**src/rtl/hdx_pkg.sv**
```systemverilog
package hdx_pkg;

  typedef enum logic [1:0] {
    ST_IDLE    = 2'd0,
    ST_DEFER   = 2'd1,
    ST_XMIT    = 2'd2,
    ST_BACKOFF = 2'd3
  } hdx_state_t;

  // Status vector layout
  localparam int TSV_BYTES_LSB = 0;
  localparam int TSV_COLL_LSB  = 16;
  localparam int TSV_OK        = 24;
  localparam int TSV_XCOLL     = 25;
  localparam int TSV_XDEFER    = 26;
  localparam int TSV_ABORT     = 27;
  localparam int TSV_LATE      = 29;

  // Slot mask for truncated binary exponential back-off.
  function automatic logic [15:0] bo_mask(input logic [4:0] n, input int unsigned limit);
    int unsigned k;
    k = (int'(n) > limit) ? limit : int'(n);
    return 16'((32'd1 << k) - 32'd1);
  endfunction

  function automatic logic [31:0] pack_tsv(
    input logic [15:0] bytes,
    input logic [3:0]  colls,
    input logic        ok,
    input logic        xcoll,
    input logic        xdefer,
    input logic        late
  );
    logic [31:0] v;
    v = '0;
    v[TSV_BYTES_LSB +: 16] = bytes;
    v[TSV_COLL_LSB +: 4]   = colls;
    v[TSV_OK]              = ok;
    v[TSV_XCOLL]           = xcoll;
    v[TSV_XDEFER]          = xdefer;
    v[TSV_ABORT]           = xcoll | xdefer | late;
    v[TSV_LATE]            = late;
    return v;
  endfunction

endpackage

```
**src/rtl/hdx_lfsr.sv**
```systemverilog
module hdx_lfsr #(
  parameter int          WIDTH = 16,
  parameter logic [15:0] SEED  = 16'hACE1
) (
  input  logic             clk,
  input  logic             rst_n,
  output logic [WIDTH-1:0] rnd
);
  logic [15:0] sreg;
  logic        fb;

  assign fb  = sreg[15] ^ sreg[13] ^ sreg[12] ^ sreg[10];
  assign rnd = sreg[WIDTH-1:0];

  always_ff @(posedge clk or negedge rst_n) begin
    if (!rst_n) sreg <= (SEED == 16'h0) ? 16'h1 : SEED;
    else        sreg <= {sreg[14:0], fb};
  end

  AST_LFSR_LIVE: assert property (@(posedge clk) disable iff (!rst_n)
    sreg != 16'h0);
endmodule

```
**src/rtl/hdx_backoff_timer.sv**
```systemverilog
module hdx_backoff_timer #(
  parameter int SLOT_W      = 10,
  parameter int SLOT_CYCLES = 64
) (
  input  logic              clk,
  input  logic              rst_n,
  input  logic              clr,
  input  logic              load,
  input  logic [SLOT_W-1:0] slots,
  output logic              bo_run,
  output logic              bo_done
);
  localparam int MAX_TOTAL = ((1 << SLOT_W) - 1) * SLOT_CYCLES;
  localparam int CNT_W     = $clog2(MAX_TOTAL + 1) + 1;

  logic [CNT_W-1:0] cnt;

  assign bo_done = bo_run && (cnt == '0);

  always_ff @(posedge clk or negedge rst_n) begin
    if (!rst_n) begin
      cnt    <= '0;
      bo_run <= 1'b0;
    end else if (clr) begin
      cnt    <= '0;
      bo_run <= 1'b0;
    end else if (load) begin
      cnt    <= CNT_W'(slots) * CNT_W'(SLOT_CYCLES);
      bo_run <= 1'b1;
    end else if (bo_run) begin
      if (cnt == '0) bo_run <= 1'b0;
      else           cnt    <= cnt - 1'b1;
    end
  end

  AST_BO_BOUND: assert property (@(posedge clk) disable iff (!rst_n)
    bo_run |-> (cnt <= CNT_W'(MAX_TOTAL)));
endmodule

```
**src/rtl/hdx_tx_ctrl.sv**
```systemverilog
module hdx_tx_ctrl
  import hdx_pkg::*;
#(
  parameter int          BCNT_W       = 16,
  parameter int          MAX_ATTEMPTS = 16,
  parameter int          BO_LIMIT     = 10,
  parameter int          SLOT_CYCLES  = 64,
  parameter int          MAX_DEFER    = 3000,
  parameter logic [15:0] LFSR_SEED    = 16'hACE1
) (
  input  logic              clk,
  input  logic              rst_n,
  input  logic              tx_start,
  input  logic              tx_reset,
  input  logic              byte_sent,
  input  logic              byte_last,
  input  logic              collision,
  input  logic              defer,
  input  logic [BCNT_W-1:0] late_thresh,
  output logic              tx_active,
  output logic              tx_busy,
  output logic              tx_done,
  output logic              tx_err,
  output logic [31:0]       tx_tsv
);
  localparam int CC_W = $clog2(MAX_ATTEMPTS);
  localparam int DC_W = $clog2(MAX_DEFER + 1);

  hdx_state_t        state;
  logic [BCNT_W-1:0] byte_cnt;
  logic [CC_W-1:0]   coll_cnt;
  logic [DC_W-1:0]   defer_cnt;

  logic [15:0]         rnd;
  logic [BO_LIMIT-1:0] bo_slots;
  logic                bo_run, bo_done;

  // Named events for the assertions
  logic ev_coll, ev_early, ev_late, ev_excess, ev_retry, ev_ok, ev_dabort;

  assign ev_coll   = (state == ST_XMIT) && collision;
  assign ev_early  = ev_coll && (byte_cnt <= late_thresh);
  assign ev_late   = ev_coll && (byte_cnt > late_thresh);
  assign ev_excess = ev_early && (coll_cnt == CC_W'(MAX_ATTEMPTS - 1));
  assign ev_retry  = ev_early && !ev_excess;
  assign ev_ok     = (state == ST_XMIT) && !collision && byte_sent && byte_last;
  assign ev_dabort = (state == ST_DEFER) && defer && (defer_cnt == DC_W'(MAX_DEFER - 1));

  assign bo_slots  = rnd[BO_LIMIT-1:0] &
                     bo_mask(5'(coll_cnt) + 5'd1, BO_LIMIT)[BO_LIMIT-1:0];

  assign tx_active = (state == ST_XMIT);
  assign tx_busy   = (state != ST_IDLE);

  hdx_lfsr #(.WIDTH(16), .SEED(LFSR_SEED)) u_lfsr (
    .clk(clk), .rst_n(rst_n), .rnd(rnd)
  );

  hdx_backoff_timer #(.SLOT_W(BO_LIMIT), .SLOT_CYCLES(SLOT_CYCLES)) u_bo (
    .clk(clk), .rst_n(rst_n), .clr(tx_reset), .load(ev_retry && !tx_reset),
    .slots(bo_slots), .bo_run(bo_run), .bo_done(bo_done)
  );

  always_ff @(posedge clk or negedge rst_n) begin
    if (!rst_n) begin
      state     <= ST_IDLE;
      byte_cnt  <= '0;
      coll_cnt  <= '0;
      defer_cnt <= '0;
      tx_done   <= 1'b0;
      tx_err    <= 1'b0;
      tx_tsv    <= '0;
    end else if (tx_reset) begin
      state     <= ST_IDLE;
      byte_cnt  <= '0;
      coll_cnt  <= '0;
      defer_cnt <= '0;
      tx_done   <= 1'b0;
      tx_err    <= 1'b0;
    end else begin
      unique case (state)
        ST_IDLE: if (tx_start) begin
          state     <= ST_DEFER;
          byte_cnt  <= '0;
          coll_cnt  <= '0;
          defer_cnt <= '0;
          tx_done   <= 1'b0;
          tx_err    <= 1'b0;
        end
        ST_DEFER: begin
          if (ev_dabort) begin
            state  <= ST_IDLE;
            tx_err <= 1'b1;
            tx_tsv <= pack_tsv(16'(byte_cnt), 4'(coll_cnt), 1'b0, 1'b0, 1'b1, 1'b0);
          end else if (defer) begin
            defer_cnt <= defer_cnt + 1'b1;
          end else begin
            state    <= ST_XMIT;
            byte_cnt <= '0;
          end
        end
        ST_XMIT: begin
          if (ev_late) begin
            state  <= ST_IDLE;
            tx_err <= 1'b1;
            tx_tsv <= pack_tsv(16'(byte_cnt), 4'(coll_cnt), 1'b0, 1'b0, 1'b0, 1'b1);
          end else if (ev_excess) begin
            state  <= ST_IDLE;
            tx_err <= 1'b1;
            tx_tsv <= pack_tsv(16'(byte_cnt), 4'(coll_cnt), 1'b0, 1'b1, 1'b0, 1'b0);
          end else if (ev_retry) begin
            state    <= ST_BACKOFF;
            coll_cnt <= coll_cnt + 1'b1;
          end else if (ev_ok) begin
            state   <= ST_IDLE;
            tx_done <= 1'b1;
            tx_tsv  <= pack_tsv(16'(byte_cnt + 1'b1), 4'(coll_cnt), 1'b1, 1'b0, 1'b0, 1'b0);
          end else if (byte_sent) begin
            byte_cnt <= byte_cnt + 1'b1;
          end
        end
        ST_BACKOFF: if (bo_done) begin
          state     <= ST_DEFER;
          defer_cnt <= '0;
        end
        default: state <= ST_IDLE;
      endcase
    end
  end

  AST_RESET_IDLE: assert property (@(posedge clk) disable iff (!rst_n)
    tx_reset |=> (!tx_busy && !tx_done && !tx_err));
  AST_START_DEFER: assert property (@(posedge clk) disable iff (!rst_n)
    (state == ST_IDLE && tx_start && !tx_reset) |=> (tx_busy && !tx_active));
  AST_OK_DONE: assert property (@(posedge clk) disable iff (!rst_n)
    (ev_ok && !tx_reset) |=> (tx_done && !tx_err && !tx_busy && tx_tsv[TSV_OK]));
  AST_EARLY_RETRY: assert property (@(posedge clk) disable iff (!rst_n)
    (ev_retry && !tx_reset) |=> (bo_run && tx_busy && !tx_active));
  AST_LATE_ABORT: assert property (@(posedge clk) disable iff (!rst_n)
    (ev_late && !tx_reset) |=> (!tx_busy && tx_err && tx_tsv[TSV_LATE] && tx_tsv[TSV_ABORT]));
  AST_EXCESS_COLL: assert property (@(posedge clk) disable iff (!rst_n)
    (ev_excess && !tx_reset) |=> (!tx_busy && tx_err && tx_tsv[TSV_XCOLL]));
  AST_DEFER_ABORT: assert property (@(posedge clk) disable iff (!rst_n)
    (ev_dabort && !tx_reset) |=> (!tx_busy && tx_err && tx_tsv[TSV_XDEFER]));
  AST_BO_EXIT: assert property (@(posedge clk) disable iff (!rst_n)
    (state == ST_BACKOFF && bo_done && !tx_reset) |=> (state == ST_DEFER));
endmodule

```
**config.mk**
```make
export PLATFORM = sky130hd
export DESIGN_NAME = hdx_tx_ctrl
export DESIGN_NICKNAME = d
export VERILOG_FILES = /design/src/rtl/hdx_pkg.sv /design/src/rtl/hdx_lfsr.sv /design/src/rtl/hdx_backoff_timer.sv /design/src/rtl/hdx_tx_ctrl.sv
export SDC_FILE = /design/constraint.sdc
export NUM_CORES = 1
export LEC_CHECK = 0
export BUFFER_PORTS_ARGS = -buffer_cell sky130_fd_sc_hd__clkbuf_2
export CAP_MARGIN = 20
export CORE_UTILIZATION = 35
export CTS_CLUSTER_SIZE = 14
export DETAILED_ROUTE_END_ITERATION = 8
export SYNTH_ARGS = -nofsm -noshare
export SYNTH_HDL_FRONTEND = slang
export SYNTH_SLANG_ARGS = --single-unit
```
**constraint.sdc**
```tcl
create_clock -name clk -period 4.1 [get_ports clk]
set_clock_uncertainty 0.1 [all_clocks]
set_input_delay 0.41 -clock clk [delete_from_list [all_inputs] [get_ports clk]]
set_output_delay 0.41 -clock clk [all_outputs]
set_load 0.01 [all_outputs]
```
# Yosys cells after proc, flatten, opt, wreduce, memory -nomap -nowiden
# Index checks and enable logic that the tools add are counted.
# Widths: inputs -> output; s select.
[totals] reg_bits=102 latchBits=0 mem_bits_rw=0 rom_bits=0 input_bits=24 wordCells=140 n_memories=0
[classes] add_sub_neg=6 multipliers=0 div_mod_pow=0 n_lt_le_gt_ge=3 n_eq_ne=25 shift=1 muxes=59 n_bitwise=5 n_reduce_logical=31
[op_table] cell="$mux 32" n=5
[op_table] cell="$mux 16" n=9
[op_table] cell="$mux 17" n=4
[op_table] cell="$pmux 32 s2" n=1
[op_table] cell="$mux 12" n=5
[op_table] cell="$pmux 16 s3" n=1
[op_table] cell="$pmux 12 s3" n=1
[op_table] cell="$ne 3x3->1 const B" n=11
[op_table] cell="$mux 4" n=5
[op_table] cell="$mux 2" n=9
[op_table] cell="$logic_not 17->1" n=1
[op_table] cell="$sub 17x1->17 const B" n=1
[op_table] cell="$add 16x1->16 const B" n=1
[op_table] cell="$gt 16x16->1" n=1
[op_table] cell="$le 16x16->1" n=1
[op_table] cell="$reduce_and 5->1" n=3
[op_table] cell="$mux 1" n=14
[op_table] cell="$add 12x1->12 const B" n=1
[op_table] cell="$eq 12x12->1 const B" n=1
[op_table] cell="$logic_and 1x1->1" n=12
[op_table] cell="$and 10x10->10" n=1
[op_table] cell="$shl 1x5->10 const A" n=1
[op_table] cell="$sub 10x1->10 const B" n=1
[op_table] cell="$ne 3x2->1 const B" n=3
[op_table] cell="other kinds (27)" n=37

# Logic depth before layout (Yosys ltp)
# Gate-level depths: netlist of run 1.
[depth] depth_word=11 ltp_mapped=13 ltp_nobuf=11

# Cells and area by module
# From an unflattened synthesis of run 1, not the netlist that was laid out.
[unflattened] hier_cells=618 area_unflattened_um2=5741.8
[modules_own_cells] module="hdx_tx_ctrl" n_inst=1 cells_per_inst=468 area_per_inst_um2=4137.7
[modules_own_cells] module="hdx_backoff_timer" n_inst=1 cells_per_inst=131 area_per_inst_um2=1167.4
[modules_own_cells] module="hdx_lfsr" n_inst=1 cells_per_inst=19 area_per_inst_um2=436.7

# Worst setup path before layout of run 1
# Ideal clock, no wire load.
[synth_timing] path_type="input to register" startpoint="input port late_thresh[14]" endpoint="register tx_tsv[17]" arrival_time_ps=2645 slack_ps=1230 stages=11 path_buffers=2 path_cell_list="inv_1 > ha_1 > nand4_2 > nor4_1 > a21boi_1 > or4b_1 > buf_2 > a31oi_4 > a2111oi_4 > buf_6 > mux2_4"
[synth_between] elab_chain_cells=7 word_cells_on_any_way=13 cone_classes="2 x order compare; 2 x eq/ne; 3 x mux; 6 x reduce/logical"
[synth_lines] element="start: declaration" line="hdx_tx_ctrl.sv:19" rtl="input logic [BCNT_W-1:0] late_thresh,"
[synth_lines] element="$le 16x16->1" line="hdx_tx_ctrl.sv:42" rtl="assign ev_early = ev_coll && (byte_cnt <= late_thresh);"
[synth_lines] element="$logic_and 1x1->1" line="hdx_tx_ctrl.sv:42"
[synth_lines] element="$logic_and 1x1->1" line="hdx_tx_ctrl.sv:44" rtl="assign ev_excess = ev_early && (coll_cnt == CC_W'(MAX_ATTEMPTS - 1));"
[synth_lines] element="$logic_not 1->1" line="hdx_tx_ctrl.sv:45" rtl="assign ev_retry = ev_early && !ev_excess;"
[synth_lines] element="$logic_and 1x1->1" line="hdx_tx_ctrl.sv:45"
[synth_lines] element="$ne 4x4->1 (no line)"
[synth_lines] element="$reduce_and 5->1 (no line)"
[synth_lines] element="end signal: assignment" line="hdx_tx_ctrl.sv:94" rtl="tx_tsv <= pack_tsv(16'(byte_cnt), 4'(coll_cnt), 1'b0, 1'b0, 1'b1, 1'b0);"
[synth_lines] element="end signal: assignment" line="hdx_tx_ctrl.sv:106" rtl="tx_tsv <= pack_tsv(16'(byte_cnt), 4'(coll_cnt), 1'b0, 1'b0, 1'b0, 1'b1);"
[synth_lines] element="end signal: assignment" line="hdx_tx_ctrl.sv:110" rtl="tx_tsv <= pack_tsv(16'(byte_cnt), 4'(coll_cnt), 1'b0, 1'b1, 1'b0, 1'b0);"
[synth_lines] element="end: declaration" line="hdx_tx_ctrl.sv:24" rtl="output logic [31:0] tx_tsv"
# Parallel ways exist; a longest one is shown, timed or not.
# A chain may end at the register's enable or synchronous reset.

# Final worst setup path of run 1
[layout_timing] startpoint="register byte_cnt[14]" endpoint="register tx_tsv[16]"
[layout_between] elab_chain_cells=7 word_cells_on_any_way=13 cone_classes="2 x order compare; 2 x eq/ne; 3 x mux; 6 x reduce/logical"
[layout_lines] element="start: declaration" line="hdx_tx_ctrl.sv:30" rtl="logic [BCNT_W-1:0] byte_cnt;"
[layout_lines] element="start signal: assignment" line="hdx_tx_ctrl.sv:119" rtl="byte_cnt <= byte_cnt + 1'b1;"
[layout_lines] element="$le 16x16->1" line="hdx_tx_ctrl.sv:42"
[layout_lines] element="$logic_and 1x1->1" line="hdx_tx_ctrl.sv:42"
[layout_lines] element="$logic_and 1x1->1" line="hdx_tx_ctrl.sv:44"
[layout_lines] element="$logic_not 1->1" line="hdx_tx_ctrl.sv:45"
[layout_lines] element="$logic_and 1x1->1" line="hdx_tx_ctrl.sv:45"
[layout_lines] element="$ne 4x4->1 (no line)"
[layout_lines] element="$reduce_and 5->1 (no line)"
# Parallel ways exist; a longest one is shown, timed or not.

==> results.yml, run 1 <==
outcome:
  status: "completed"
critical_path:
  worst_setup_path_end_kind: "flip-flop"
  crit_buf_inv: 1
  crit_path_start_kind: "flip-flop"
  crit_chain: "ha_1 -> nand4_2 -> a2111oi_0 -> or4b_1 -> a31oi_4 -> a2111oi_4 -> buf_4 -> mux2_2"
  rrSetupSlack_ps: 720
  required_ps: 4240
  path_max_fanout: 15
  cp_top_family: "compound AO/OA/AOI/OAI gates"
  crit_path_top_delay_cell: "a2111oi_0"
  max_stage_delay_ps: 690
  r2r_start: "byte_cnt[14]"
  path_class: "reg2reg"
  reg2reg_depth: 8
  arrival_ps: 3520
  r2r_end: "tx_tsv[16]"
sta:
  worst_pin_slew_ps: 1030
  report.final.slew_viol_count: 0
  setup_slack_ps: 721
  setup_viol: 0
  period_minus_slack_ps: 3380
  rsz0062_at_grt: "no"
  finalCritPeriodShare_pct: 82.4
  fmax_mhz: 296
  tns_ps: 0
  relSlewSlack_pct: 31.5
  finalHoldViolCount: 0
synthesis:
  synth-edff-count: 0
  netlist_top_cells_area: "dfrtp_1 (38%), ha_1 (5.7%), dfstp_2 (3.7%)"
  syn_area_per_cell_um2: 9.42
  synth-warning-count: 0
  syn_inst: 609
  synth_xor_area_share_pct: 2.60
  async_reset_ff_share_pct: 100
  synth_common_cells: "dfrtp_1 (87), nand2_1 (52), nor2_1 (43), inv_1 (35), a21oi_1 (34)"
  synth_simple_gate_area_share_pct: 20.4
  ys_dominant_reg_cell: "dfrtp_1"
  synth_top_family_by_area: "compound AO/OA/AOI/OAI gates"
  synthAdderAreaFrac_pct: 5.67
  synthMuxAreaShare_pct: 2.40
  yosysTopAreaCellShare_pct: 37.9
  synth_cell_types: 70
  seq_area_frac_synth_pct: 41.6
  synth_compound_area_share_pct: 20.8
  synth_seq_cells: 95
  yosys.area.top_type: "dfrtp_1"
  yosysMostFrequentCell: "dfrtp_1"
  netlist_area_mm2: 0.00574
power_and_ir_drop:
  ir_drop_mv: 0.320
  power_density_mw_per_mm2: 453
  cellLeakagePower_nw: 2.89
floorplan:
  ios: 60
  initial_utilization_pct: 36.0
  placementRows: 46
  core_mm2: 0.0159
  die-width_um: 130
  die_h_um: 130
  die-area_mm2: 0.0169
clocking:
  numCtsBuffers: 9
  cts_tree: "done"
  hold_buffers: 0
  cts_setup_buffers: 0
  cts-resized-gates: 0
  root_buffer: "clkbuf_16"
  clock-sinks: 95
  clock_latency_ps: 350
  cts_buffer_depth: 2
  htreeDepth: 3
  clk_pin_slew_worst_paths_ps: 70
global_routing:
  antenna_found_initial: 0
  grt_max_degree: 73
  grt_pass1_wl_mm: 24.4
  grt_usage_pct: 18.7
  grt-ovfl-total: 0
  grt_pass1_vias: 4780
final_layout:
  nFillCells: 1579
  nNetsFinal: 696
  area.growth.synth_to_final_pct: 12.3
  drive_above_1_share_pct: 17.2
  antenna_cells: 0
drt:
  vias: 4831
  firstDrtPassIters: 5
  drc_errors: 0
  ant_nets: 0
  drt-initial-drc-count: 296
  wire_per_inst_um: 17.1
  drt-total-wl_mm: 14.8
  vias_per_cell: 5.57
worst_hold_path:
  holdCritPathClass: "in2async"
place:
  place_congestion: 0.807
  port_buffers: 52
  dp_hpwl_mm: 10.4
  place_ws_ps: 713
job:
  drv_cap: 0
[flip-flops by register name (all words and copies together) (netlist names)]
register     count
tx_tsv          25
u_lfsr.rnd      16
u_bo.bo_run      1
state            2
u_bo.cnt        17
defer_cnt       12
tx_err           1
byte_cnt        16
coll_cnt         4
tx_done          1
[power breakdown]
group	switching (W)	internal, W
Clock	0.000394	0.000442
Sequential	0.0000813	0.00104
Combinational	0.000605	0.000356
[per-layer routing]
layer  track usage, %  vias to the layer above  share of wire [%]  wire, µm
li1                 -                     2300                  -         -
met4             7.05                        0                2.1       308
met3             4.80                       22                5.0       738
met1             24.1                     2363                 45      6690
met5                0                        -                  0         0
met2             30.1                      146                 48      7100
[cells in the final DEF, fill, tap and decap left out, types with 9 or more instances in the layout]
master     instances
dfrtp_1           87
nand2_1           52
clkbuf_2          51
nor2_1            43
inv_1             35
a21oi_1           34
nand3_1           31
ha_1              26
a211oi_1          20
nor4_1            17
and3_1            16
o32a_1            14
nor3_1            13
buf_4             13
o21ai_0           12
a311o_1           11
xor2_1             9
clkbuf_16          9
[cell families (layout without fill, tap and decap cells)]
logic type / after synthesis / count (layout)
simple gates: 224 / 224
xor+xnor: 17 / 17
mux: 11 / 11
buf+inv: 80 / 116
compound gates: 155 / 155
fa+ha+maj: 26 / 26
flops: 95 / 95
other cells: 1 / 7
[metrics by stage]
step / hold slack [ps] / power [W] / instance area [µm²] / instances / utilization (%)
floorplan: 14.4 / 0.00181 / 5760 / 615 / -
global placement: 241 / 0.00209 / 6150 / 851 / 38.6
detailed placement: 243 / 0.00210 / 6150 / 851 / 38.6
CTS: 139 / 0.00296 / 6440 / 867 / 40.4
global route: 182 / 0.00309 / 6440 / 867 / 40.4
finish: 82.3 / 0.00292 / 6440 / 867 / 40.4
[worst reg2reg max path, cell delays in order (launching register included)]
cell	delay (ps)
dfrtp_1	450
ha_1	340
nand4_2	150
a2111oi_0	690
or4b_1	390
a31oi_4	150
a2111oi_4	330
buf_4	310
mux2_2	360
[cell type report]
type                       count  area (µm²)  share of cell area, %
clock inverter                 6        56.3                  0.874
tap                          216         270                   4.19
timing repair buffer          64         353                   5.48
clock buffer                  10         239                   3.71
inverter                      36         135                   2.10
multi-input combinational    440        3000                   46.6
sequential                    95        2390                   37.1
[worst max path at each step]
stage | to | cells past startpoint | from
after global routing | tx_tsv[29] | 8 | byte_cnt[14]
final | tx_tsv[16] | 8 | byte_cnt[14]
after CTS | tx_tsv[16] | 9 | byte_cnt[14]
after global placement | tx_tsv[29] | 10 | late_thresh[14]
after detailed placement | tx_tsv[16] | 11 | late_thresh[14]
after floorplan | tx_tsv[17] | 11 | late_thresh[14]
Power figures use the tool's default switching activity.
==> run 2: changes to the inputs <==
- clock period: 4.1 -> 3.43 ns (I/O delays scaled with it)
==> results.yml, run 2 (synthesis results as in run 1) <==
outcome:
  status: "completed"
drt:
  ant_nets: 0
  drc_errors: 0
  vias_per_cell: 5.55
  drt-initial-drc-count: 395
  wire_per_inst_um: 17.3
  drt-total-wl_mm: 15.2
  vias: 4852
  firstDrtPassIters: 5
place:
  dp_hpwl_mm: 10.6
  place_congestion: 0.818
  place_ws_ps: 103
  port_buffers: 52
sta:
  report.final.slew_viol_count: 0
  finalHoldViolCount: 0
  tns_ps: 0
  worst_pin_slew_ps: 859
  period_minus_slack_ps: 3220
  relSlewSlack_pct: 42.2
  fmax_mhz: 311
  finalCritPeriodShare_pct: 93.9
  setup_viol: 0
  setup_slack_ps: 210
  rsz0062_at_grt: "no"
clocking:
  cts_buffer_depth: 2
  cts_tree: "done"
  cts_setup_buffers: 0
  numCtsBuffers: 9
  clock_latency_ps: 350
  clk_pin_slew_worst_paths_ps: 70
  clock-sinks: 95
  htreeDepth: 3
  root_buffer: "clkbuf_16"
critical_path:
  path_class: "reg2reg"
  required_ps: 3570
  path_max_fanout: 15
  worst_setup_path_end_kind: "flip-flop"
  crit_path_start_kind: "flip-flop"
  arrival_ps: 3360
floorplan:
  die-width_um: 130
  initial_utilization_pct: 36.0
  placementRows: 46
  core_mm2: 0.0159
  ios: 60
  die_h_um: 130
  die-area_mm2: 0.0169
final_layout:
  regMostFlops: "tx_tsv"
  area.growth.synth_to_final_pct: 13.9
  antenna_cells: 0
  largest_reg_flops: 25
  layout_commonest_cell: "dfrtp_1"
  nFillCells: 1614
  final_cell_mix: "dfrtp_1 (87), nand2_1 (52), clkbuf_2 (51)"
  reg_top3: "tx_tsv (25), u_bo.cnt (17)"
  drive_above_1_share_pct: 18.2
  nNetsFinal: 704
power_and_ir_drop:
  power_density_mw_per_mm2: 541
  cellLeakagePower_nw: 2.93
  finalPower_w: 0.00353
  ir_drop_mv: 0.303
global_routing:
  grt_pass1_vias: 4952
  grt_max_degree: 52
  grt-ovfl-total: 0
  grt_pass1_wl_mm: 25.3
  grt_usage_pct: 19.3
  antenna_found_initial: 0
job:
  drv_cap: 0
worst_hold_path:
  holdCritPathClass: "reg2reg"
-- run 2: report_power, final --
part	internal [W]	switching, W	total [W]
logic	0.000450	0.000729	0.00118
clock network	0.000565	0.000455	0.00102
registers	0.00125	0.0000865	0.00133
total	0.00226	0.00127	0.00353
-- run 2: critical path: stages, from the launching register on --
cell and delay [ps]:
dfrtp_1 450, ha_1 350, nand4_2 160, nor4_2 390, a21boi_1 260, or4b_1 300
a31oi_4 140, a2111oi_4 350, buf_6 250, mux2_2 350
-- run 2: final cells by class --
class | count | area, µm² | share of cell area, %
clock buffer | 9 | 225 | 3.45
clock inverter | 7 | 73.8 | 1.13
tap | 216 | 270 | 4.14
sequential | 95 | 2390 | 36.5
multi-input combinational | 440 | 3010 | 46.1
inverter | 36 | 135 | 2.07
timing repair buffer | 72 | 432 | 6.61
-- run 2: what timing repair did --
item / CTS / global route
endpoints found under the hold margin: 41 / 0
hold buffers: 1 / 0
setup endpoints to repair: 0 / 6
gates resized for setup: 0 / 3
-- run 2: metrics by stage --
step	hold slack (ps)	area [µm²]	instances	util (%)
after CTS	262	6520	875	40.9
after detailed placement	247	6210	858	39.0
final	257	6530	875	41.0
after floorplan	-52.6	5760	615	-
after global placement	238	6210	858	39.0
after global routing	269	6530	875	41.0
-- run 2: final timing paths --
path                                 from             end  slack (ps)  depth (start not counted)
hold / removal             u_lfsr.rnd[14]  u_lfsr.rnd[15]         260                          0
hold reg to reg            u_lfsr.rnd[14]  u_lfsr.rnd[15]         260                          0
min in group asynchronous           rst_n   u_lfsr.rnd[2]         470                          2
setup reg to reg             byte_cnt[14]      tx_tsv[29]         210                          9
max in group asynchronous           rst_n    defer_cnt[7]        1910                          3
setup / recovery             byte_cnt[14]      tx_tsv[29]         210                          9
-- run 2: routing by layer --
| metal | up-vias | global-route usage (%) | wire length, µm | part of all wire (%) |
|---|---|---|---|---|
| li1 | 2315 | - | - | - |
| met1 | 2393 | 24.8 | 6830 | 45 |
| met2 | 124 | 32.2 | 7410 | 49 |
| met3 | 20 | 4.14 | 687 | 4.5 |
| met4 | 0 | 6.09 | 246 | 1.6 |
| met5 | - | 0 | 0 | 0 |
==> run 3: changes to the inputs <==
- CAP_MARGIN: 20 -> not set
- clock period: 3.43 -> 2.8 ns (I/O delays scaled with it)
==> results.yml, run 3 (synthesis results as in run 1) <==
sta:
  finalHoldViolCount: 0
  relSlewSlack_pct: 36.4
  setup_slack_ps: -2.74
  worst_pin_slew_ps: 951
  finalCritPeriodShare_pct: 100
  setup_viol: 1
  period_minus_slack_ps: 2800
  rsz0062_at_grt: "yes"
  report.final.slew_viol_count: 0
  fmax_mhz: 357
critical_path:
  required_ps: 3000
  path_class: "reg2reg"
  worst_setup_path_end_kind: "flip-flop"
  arrival_ps: 3000
  rrSetupSlack_ps: -3
  crit_path_start_kind: "flip-flop"
  path_max_fanout: 6
floorplan:
  initial_utilization_pct: 36.0
  core_mm2: 0.0159
  ios: 60
  die-area_mm2: 0.0169
  placementRows: 46
  die-width_um: 130
  die_h_um: 130
drt:
  vias_per_cell: 5.53
  vias: 5116
  ant_nets: 0
  drc_errors: 0
  drt-total-wl_mm: 16.1
  firstDrtPassIters: 4
  drt-initial-drc-count: 271
  wire_per_inst_um: 17.4
final_layout:
  area.growth.synth_to_final_pct: 27.9
  largest_reg_flops: 25
  multiInputGateArea_mm2: 0.00343
  final_cell_mix: "dfrtp_1 (85), buf_4 (59), clkbuf_2 (51)"
  nNetsFinal: 754
  design_area_mm2: 0.00734
  fin_util_pct: 46.0
  reg_top3: "tx_tsv (25), u_bo.cnt (17)"
  nFillCells: 1566
  drive_above_1_share_pct: 30.3
  stdcell_count: 925
  seqCellArea_mm2: 0.00239
  antenna_cells: 0
  regMostFlops: "tx_tsv"
  layout_commonest_cell: "dfrtp_1"
global_routing:
  grt_usage_pct: 20.0
  antenna_found_initial: 0
  grt_max_degree: 96
  grt_pass1_vias: 5068
  grt_pass1_wl_mm: 26.0
  grt-ovfl-total: 0
clocking:
  clock-sinks: 95
  numCtsBuffers: 9
  clk_pin_slew_worst_paths_ps: 70
  htreeDepth: 3
  cts_tree: "done"
  root_buffer: "clkbuf_16"
  cts_buffer_depth: 2
  clock_latency_ps: 360
job:
  drv_cap: 0
power_and_ir_drop:
  finalPower_w: 0.00470
  cellLeakagePower_nw: 3.21
  power_density_mw_per_mm2: 640
  ir_drop_mv: 0.366
place:
  place_congestion: 0.850
  dp_cells: 900
  port_buffers: 52
  postPlaceCellArea_mm2: 0.00662
  dp_hpwl_mm: 11.3
outcome:
  status: "finished, violations left"
  violations: "setup timing"
worst_hold_path:
  holdCritPathClass: "reg2reg"
run 3: changes by cell type in the layout (fill, tap and decap cells not counted), sizes merged:
cell,before,now
clkinv,2,3
buf,20,67
bufinv,1,0
clkbuf,60,61
a31o,2,5
inv,36,37
clkinvlp,4,2
run 3: layout make-up:
type	instances	area share [%]
sequential	95	32.6
tap	216	3.68
multi-input combinational	443	46.7
timing repair buffer	119	11.5
clock buffer	10	3.12
clock inverter	6	0.631
inverter	36	1.84
run 3: per-stage QoR:
step / worst slack (ps) / hold WS (ps) / TNS [ps]
floorplan: -24.4 / -116 / -122
global placement: -172 / 237 / -2890
detailed placement: -218 / 256 / -5330
CTS: -26.7 / 268 / -43.6
global route: -106 / 273 / -2030
finish: -2.74 / 268 / -2.74
run 3: final timing paths:
kind | startpoint | to | cells past startpoint
worst max-delay path | byte_cnt[14] | byte_cnt[11] | 9
worst min-delay path | u_lfsr.rnd[5] | u_lfsr.rnd[6] | 0
worst max register to register | byte_cnt[14] | byte_cnt[11] | 9
worst min register to register | u_lfsr.rnd[5] | u_lfsr.rnd[6] | 0
max in group asynchronous | rst_n | byte_cnt[13] | 3
min in group asynchronous | rst_n | u_lfsr.rnd[2] | 3
run 3: critical path, stage by stage, from the launching register on:
cell     delay [ps]
dfrtp_1         440
ha_4            250
nand4_4         120
nor2_2           50
or3_1           350
or4b_4          550
buf_6           170
a31o_4          280
nor4_4          270
a311o_1         150
run 3: metal layers:
| layer | part of all wire (%) | track usage (%) |
|---|---|---|
| met2 | 50 | 33.9 |
| met1 | 43 | 24.6 |
| met3 | 3.9 | 3.81 |
| met5 | 0 | 0 |
| met4 | 3.0 | 8.96 |
run 3: repair_timing:
action                     in CTS  in global routing
gates resized for setup        24                 35
setup endpoints to repair      46                 56
hold endpoints to repair       87                  0
buffers inserted                2                  3
pin swaps                       6                 11
gates cloned                    3                  0
hold buffers                    1                  0
run 3: power breakdown:
group	total [W]	internal, W	switching, W
Sequential	0.00164	0.00153	0.000114
Combinational	0.00188	0.000846	0.00103
Clock	0.00118	0.000607	0.000570
